### config.mk
export PLATFORM = sky130hd
export DESIGN_NAME = wt_snoop_cache
export DESIGN_NICKNAME = d
export VERILOG_FILES = /design/src/rtl/wtc_pkg.sv /design/src/rtl/wtc_tag_store.sv /design/src/rtl/wtc_data_store.sv /design/src/rtl/wtc_ctrl.sv /design/src/rtl/wt_snoop_cache.sv
export SDC_FILE = /design/constraint.sdc
export NUM_CORES = 1
export LEC_CHECK = 0
export BUFFER_PORTS_ARGS = -buffer_cell sky130_fd_sc_hd__buf_2
export CAP_MARGIN = 25
export CORE_UTILIZATION = 50
export DETAILED_ROUTE_END_ITERATION = 8
export PLACE_DENSITY = 0.67
export SYNTH_ARGS = -nofsm -noshare
export SYNTH_HDL_FRONTEND = slang
export SYNTH_SLANG_ARGS = --single-unit
### constraint.sdc
create_clock -name clk -period 11.1 [get_ports clk]
set_clock_uncertainty 0.1 [all_clocks]
set_input_delay 2.22 -clock clk [delete_from_list [all_inputs] [get_ports clk]]
set_output_delay 2.22 -clock clk [all_outputs]
set_load 0.02 [all_outputs]
### src/rtl/wtc_pkg.sv
package wtc_pkg;
  typedef enum logic [0:0] {
    ST_IDLE = 1'b0,
    ST_BUS  = 1'b1
  } wtc_state_e;

  localparam logic CMD_RD = 1'b0;
  localparam logic CMD_WR = 1'b1;
endpackage

### src/rtl/wtc_tag_store.sv
module wtc_tag_store #(
  parameter int IDX_W = 4,
  parameter int TAG_W = 12
) (
  input  logic             clk,
  input  logic             rst_n,
  input  logic [IDX_W-1:0] lk_idx,
  input  logic [TAG_W-1:0] lk_tag,
  input  logic             fill_en,
  input  logic             sn_en,
  input  logic [IDX_W-1:0] sn_idx,
  input  logic [TAG_W-1:0] sn_tag,
  output logic             lk_hit,
  output logic             sn_hit
);
  localparam int LINES = 1 << IDX_W;

  logic             valid_q [LINES];
  logic [TAG_W-1:0] tag_q   [LINES];

  assign lk_hit = valid_q[lk_idx] && (tag_q[lk_idx] == lk_tag);
  assign sn_hit = sn_en && valid_q[sn_idx] && (tag_q[sn_idx] == sn_tag);

  // Invalidate first; a fill in the same cycle overrides (the fill is
  // already suppressed by the caller when both name the same address).
  always_ff @(posedge clk) begin
    if (!rst_n) begin
      for (int i = 0; i < LINES; i++) valid_q[i] <= 1'b0;
    end else begin
      if (sn_hit)  valid_q[sn_idx] <= 1'b0;
      if (fill_en) valid_q[lk_idx] <= 1'b1;
    end
  end

  always_ff @(posedge clk) begin
    if (fill_en) tag_q[lk_idx] <= lk_tag;
  end
endmodule

### src/rtl/wtc_data_store.sv
module wtc_data_store #(
  parameter int IDX_W  = 4,
  parameter int DATA_W = 32
) (
  input  logic              clk,
  input  logic              wr_en,
  input  logic [IDX_W-1:0]  wr_idx,
  input  logic [DATA_W-1:0] wr_data,
  input  logic [IDX_W-1:0]  rd_idx,
  output logic [DATA_W-1:0] rd_data
);
  localparam int LINES = 1 << IDX_W;

  logic [DATA_W-1:0] word_q [LINES];

  always_ff @(posedge clk) begin
    if (wr_en) word_q[wr_idx] <= wr_data;
  end

  assign rd_data = word_q[rd_idx];
endmodule

### src/rtl/wtc_ctrl.sv
module wtc_ctrl
  import wtc_pkg::*;
#(
  parameter int ADDR_W = 16,
  parameter int DATA_W = 32
) (
  input  logic              clk,
  input  logic              rst_n,
  input  logic              cpu_req,
  input  logic              cpu_we,
  input  logic [ADDR_W-1:0] cpu_addr,
  input  logic [DATA_W-1:0] cpu_wdata,
  input  logic              lk_hit,
  input  logic              clash,
  input  logic              bus_gnt,
  output wtc_state_e        state,
  output logic              bus_req,
  output logic              bus_cmd,
  output logic [ADDR_W-1:0] bus_addr,
  output logic [DATA_W-1:0] bus_wdata,
  output logic              hit_serve,
  output logic              fill_en,
  output logic              upd_en,
  output logic              cpu_ready
);
  wtc_state_e        state_q;
  logic              cmd_q;
  logic [ADDR_W-1:0] addr_q;
  logic [DATA_W-1:0] wdata_q;
  logic              accept, start_bus, done;

  assign accept    = (state_q == ST_IDLE) && cpu_req;
  assign hit_serve = accept && !cpu_we && lk_hit && !clash;
  assign start_bus = accept && !hit_serve;
  assign done      = (state_q == ST_BUS) && bus_gnt;
  assign fill_en   = done && (cmd_q == CMD_RD) && !clash;
  assign upd_en    = done && (cmd_q == CMD_WR) && lk_hit && !clash;
  assign cpu_ready = hit_serve || done;

  always_ff @(posedge clk) begin
    if (!rst_n) begin
      state_q <= ST_IDLE;
      cmd_q   <= CMD_RD;
      addr_q  <= '0;
      wdata_q <= '0;
    end else if (start_bus) begin
      state_q <= ST_BUS;
      cmd_q   <= cpu_we ? CMD_WR : CMD_RD;
      addr_q  <= cpu_addr;
      wdata_q <= cpu_wdata;
    end else if (done) begin
      state_q <= ST_IDLE;
    end
  end

  assign state     = state_q;
  assign bus_req   = (state_q == ST_BUS);
  assign bus_cmd   = cmd_q;
  assign bus_addr  = addr_q;
  assign bus_wdata = wdata_q;
endmodule

### src/rtl/wt_snoop_cache.sv
module wt_snoop_cache
  import wtc_pkg::*;
#(
  parameter int ADDR_W = 16,
  parameter int DATA_W = 32,
  parameter int IDX_W  = 4
) (
  input  logic              clk,
  input  logic              rst_n,
  input  logic              cpu_req,
  input  logic              cpu_we,
  input  logic [ADDR_W-1:0] cpu_addr,
  input  logic [DATA_W-1:0] cpu_wdata,
  output logic [DATA_W-1:0] cpu_rdata,
  output logic              cpu_ready,
  output logic              bus_req,
  input  logic              bus_gnt,
  output logic              bus_cmd,
  output logic [ADDR_W-1:0] bus_addr,
  output logic [DATA_W-1:0] bus_wdata,
  input  logic [DATA_W-1:0] bus_rdata,
  input  logic              snoop_wr,
  input  logic [ADDR_W-1:0] snoop_addr
);
  localparam int TAG_W = ADDR_W - IDX_W;

  function automatic logic [IDX_W-1:0] idx_of(input logic [ADDR_W-1:0] a);
    return a[IDX_W-1:0];
  endfunction

  function automatic logic [TAG_W-1:0] tag_of(input logic [ADDR_W-1:0] a);
    return a[ADDR_W-1:IDX_W];
  endfunction

  // Named internal events, also observed by the bound checker.
  wtc_state_e        state_w;
  logic [ADDR_W-1:0] lkp_addr_w;
  logic              lk_hit_w, sn_hit_w, clash_w;
  logic              hit_serve_w, fill_w, upd_w;
  logic [DATA_W-1:0] arr_rdata_w;

  assign lkp_addr_w = (state_w == ST_IDLE) ? cpu_addr : bus_addr;
  assign clash_w    = snoop_wr && (snoop_addr == lkp_addr_w);

  wtc_ctrl #(.ADDR_W(ADDR_W), .DATA_W(DATA_W)) ctrl_i (
    .clk       (clk),
    .rst_n     (rst_n),
    .cpu_req   (cpu_req),
    .cpu_we    (cpu_we),
    .cpu_addr  (cpu_addr),
    .cpu_wdata (cpu_wdata),
    .lk_hit    (lk_hit_w),
    .clash     (clash_w),
    .bus_gnt   (bus_gnt),
    .state     (state_w),
    .bus_req   (bus_req),
    .bus_cmd   (bus_cmd),
    .bus_addr  (bus_addr),
    .bus_wdata (bus_wdata),
    .hit_serve (hit_serve_w),
    .fill_en   (fill_w),
    .upd_en    (upd_w),
    .cpu_ready (cpu_ready)
  );

  wtc_tag_store #(.IDX_W(IDX_W), .TAG_W(TAG_W)) tags_i (
    .clk     (clk),
    .rst_n   (rst_n),
    .lk_idx  (idx_of(lkp_addr_w)),
    .lk_tag  (tag_of(lkp_addr_w)),
    .fill_en (fill_w),
    .sn_en   (snoop_wr),
    .sn_idx  (idx_of(snoop_addr)),
    .sn_tag  (tag_of(snoop_addr)),
    .lk_hit  (lk_hit_w),
    .sn_hit  (sn_hit_w)
  );

  wtc_data_store #(.IDX_W(IDX_W), .DATA_W(DATA_W)) data_i (
    .clk     (clk),
    .wr_en   (fill_w || upd_w),
    .wr_idx  (idx_of(lkp_addr_w)),
    .wr_data (fill_w ? bus_rdata : bus_wdata),
    .rd_idx  (idx_of(lkp_addr_w)),
    .rd_data (arr_rdata_w)
  );

  assign cpu_rdata = (state_w == ST_BUS) ? bus_rdata : arr_rdata_w;
endmodule

==> impl_metrics.tcl <==
set metrics [dict create \
    fillers 4676 \
    ir_drop_v 0.000116 \
    layout_common_cells "edfxtp_1 (704), mux4_2 (222), buf_2 (182)" \
    fin_nets 2066 \
    hold_end "ctrl_i.bus_wdata[14]$_SDFFE_PN0P_" \
    vias 18100 \
    drive_gt1_share_pct 31.0 \
    leakagePower_nw 12.6 \
    crit_path_max_fanout 72 \
    drv_slew 0 \
    ff2ff_setup_slack_ns 5.22 \
    grt_setup_unrepaired "false" \
    synth_area_leaders "edfxtp_1 (65%), mux4_2 (15%), dfxtp_1 (4.1%)" \
    critPathCaptureType "output port" \
    whs_path_depth 2 \
    num_rows 92 \
    die_w_um 256 \
    period_share_pct 74.7 \
    powerDensity_nw_per_um2 177 \
    clkTransAtPathRegs_ns 0.06 \
    p_switching_mw 1.52 \
    grt_pass1_wl_um 120000 \
    synth_largest_area_cell "edfxtp_1" \
    finalHoldViolations 0 \
    final_common_cell "edfxtp_1" \
    seq_area_um2 22500 \
    drtIter0Drc 2081 \
    wl_per_cell_um 28.6 \
    clock_sinks 770 \
    ys.flop_type "edfxtp_1" \
    final_cells 2874 \
    power_frac_seq_pct 49.5 \
    synth_area_um2 32300 \
    ys_warn_count 0 \
    synth_top_area_share_pct 65.4 \
    drc 0 \
    required_ns 8.78 \
    hp-start "ctrl_i.bus_wdata[14]$_SDFFE_PN0P_" \
    pre_cts_ws_ns 2.81 \
    holdWs_ns 0.367 \
    ant_nets 0 \
    p_clk_share_pct 40.7 \
    reg2reg_depth 12 \
    hp-class "reg2reg" \
    dp_hpwl_um 42900 \
    dieArea_um2 65600 \
    clk_latency_ns 0.62 \
    cts_tree "yes" \
    ys_seq_area_share_pct 69.5 \
    gp_congestion 0.840 \
    final_area_um2 37000 \
    cts_root_buf "clkbuf_16" \
    grt_antenna_before_repair 1 \
    worst_pin_slew_ns 1.00 \
    ys_ff_latch 770 \
    gr-usage-all-layers_pct 25.2 \
    finalSetupViolations 0 \
    tns_ns 0 \
    grt_pass1_vias 18100 \
    post_cts_resized 0 \
    fin_ws_ns 2.81 \
    syn_avg_cell_area_um2 18.2 \
    r2r-end "data_i.word_q[14][19]$_DFFE_PP_" \
    io_buffers 184 \
    critical_path_arrival_ns 5.97 \
    maxCapViolCount 0 \
    syn_to_final_growth_pct 14.6 \
    cts_buffers 78 \
    avgViaCountPerCell 6.29 \
    first_pass_iters 5 \
    syn_nets 1877 \
    crit_path_start_kind "input port" \
    grt_max_degree 81 \
    timing.slew.headroom_pct 33.2 \
    ios 185 \
    multiInputGateArea_um2 9480 \
    routed_wl_um 82100 \
    post-cts-setup-buffer-count 0 \
    power.internal_mw 5.03 \
    hold_buffers 0 \
    htreeDepth 3 \
    syn_inst 1775 \
    fmax_mhz 121 \
    worstSetupPathType "in2out" \
    die_h_um 256 \
    dpl_cell_area_um2 34300 \
    dp.cells 2727 \
    post_synth_num_cell_types 42 \
    overflow 0 \
    power.share.combinational_pct 9.8 \
    cts_max_path_buffers 3 \
    sw_frac_of_total_pct 23.2 \
    start_util_pct 50.9 \
    core-area_um2 63400 \
    status "complete, no violations" \
    async_flop_share_pct 0 \
    regToRegStartpoint "ctrl_i.bus_req$_SDFFE_PN0P_" \
    min_period_ns 8.29 \
    n_antenna_cell 0 \
    synth_edf_count 704 \
]
## cells in the mapped netlist, types with 5 or more instances
cell type,instances
a21o_1,32
a211oi_1,16
nor3_1,50
buf_1,17
o41ai_1,12
nand2_1,137
buf_2,23
xor2_1,10
nand3_1,9
edfxtp_1,704
mux2i_1,76
nand4_1,11
o22ai_1,15
mux2_2,34
nor4_1,8
o21ai_0,21
a21oi_1,36
clkbuf_1,68
a22oi_1,64
buf_6,5
nand3b_1,5
nor2_1,31
xnor2_1,29
buf_4,5
dfxtp_1,66
inv_1,29
mux4_2,222
a21boi_0,16
## area by class of cell
class | count | share of cell area, %
sequential | 770 | 60.7
tap | 846 | 2.86
multi-input combinational | 858 | 25.6
clock inverter | 50 | 1.50
timing repair buffer | 227 | 3.54
clock buffer | 94 | 5.52
inverter | 29 | 0.294
## per-layer routing
metal  part of all wire, %  global-route usage, %  up-vias  routed length (um)
li1                      -                      -     7593                   -
met3                   8.2                   4.17      143                6770
met4                   2.7                   8.55        0                2240
met5                     0                      0        -                   0
met2                    49                   40.7      874               40000
met1                    40                   35.0     9472               33000
## flip-flops by register name, indices dropped and copies added (netlist names)
name and count:
ctrl_i.bus_addr 16, ctrl_i.bus_cmd 1, ctrl_i.bus_req 1, ctrl_i.bus_wdata 32
data_i.word_q 512, tags_i.tag_q 192, tags_i.valid_q 16
## worst max path at each step
stage                      from                              to  cells past startpoint
global placement    cpu_addr[1]                       cpu_ready                     12
CTS                 cpu_addr[1]                       cpu_ready                     12
detailed placement  cpu_addr[1]                       cpu_ready                     12
finish              cpu_addr[1]                       cpu_ready                     12
floorplan           cpu_addr[0]  data_i.word_q[10][0]$_DFFE_PP_                     12
global route        cpu_addr[0]                   cpu_rdata[19]                      9
## kinds of logic (layout without fill, tap and decap cells)
family	Yosys count	in the layout	share of synthesized area (%)
flip-flops	770	770	69.5
multiplexers	332	332	19.0
AND/OR/NAND/NOR	270	270	3.83
AO/OA/AOI/OAI	217	217	4.59
buffers and inverters	147	400	1.97
XOR/XNOR	39	39	1.06
## power by group through the flow
| stage | clock network (mW) | logic (mW) | registers, mW |
|---|---|---|---|
| after floorplan | 0 | 0.421 | 3.31 |
| after CTS | 2.70 | 0.643 | 3.24 |
| after detailed placement | 0 | 0.640 | 3.30 |
| final | 2.66 | 0.643 | 3.24 |
| after global placement | 0 | 0.629 | 3.30 |
| after global routing | 2.81 | 0.685 | 3.24 |
## per-stage QoR
| step | total power, mW | utilization (%) |
|---|---|---|
| 3_5_place_dp | 3.94 | 54.1 |
| 2_1_floorplan | 3.73 | - |
| 5_1_grt | 6.73 | 58.4 |
| 4_1_cts | 6.58 | 58.2 |
| 3_3_place_gp | 3.93 | 54.1 |
| 6_report | 6.54 | 58.4 |
## critical path, stage by stage
cell	delay (ns)
buf_2	0.12
mux2_8	0.58
buf_4	0.77
mux4_2	0.34
nor2_1	0.04
nor4_1	0.37
xnor2_1	0.21
nand4_1	0.23
nor4_4	0.40
nand2_1	0.13
o31ai_1	0.30
buf_2	0.22
(Power assumes the default switching activity.)
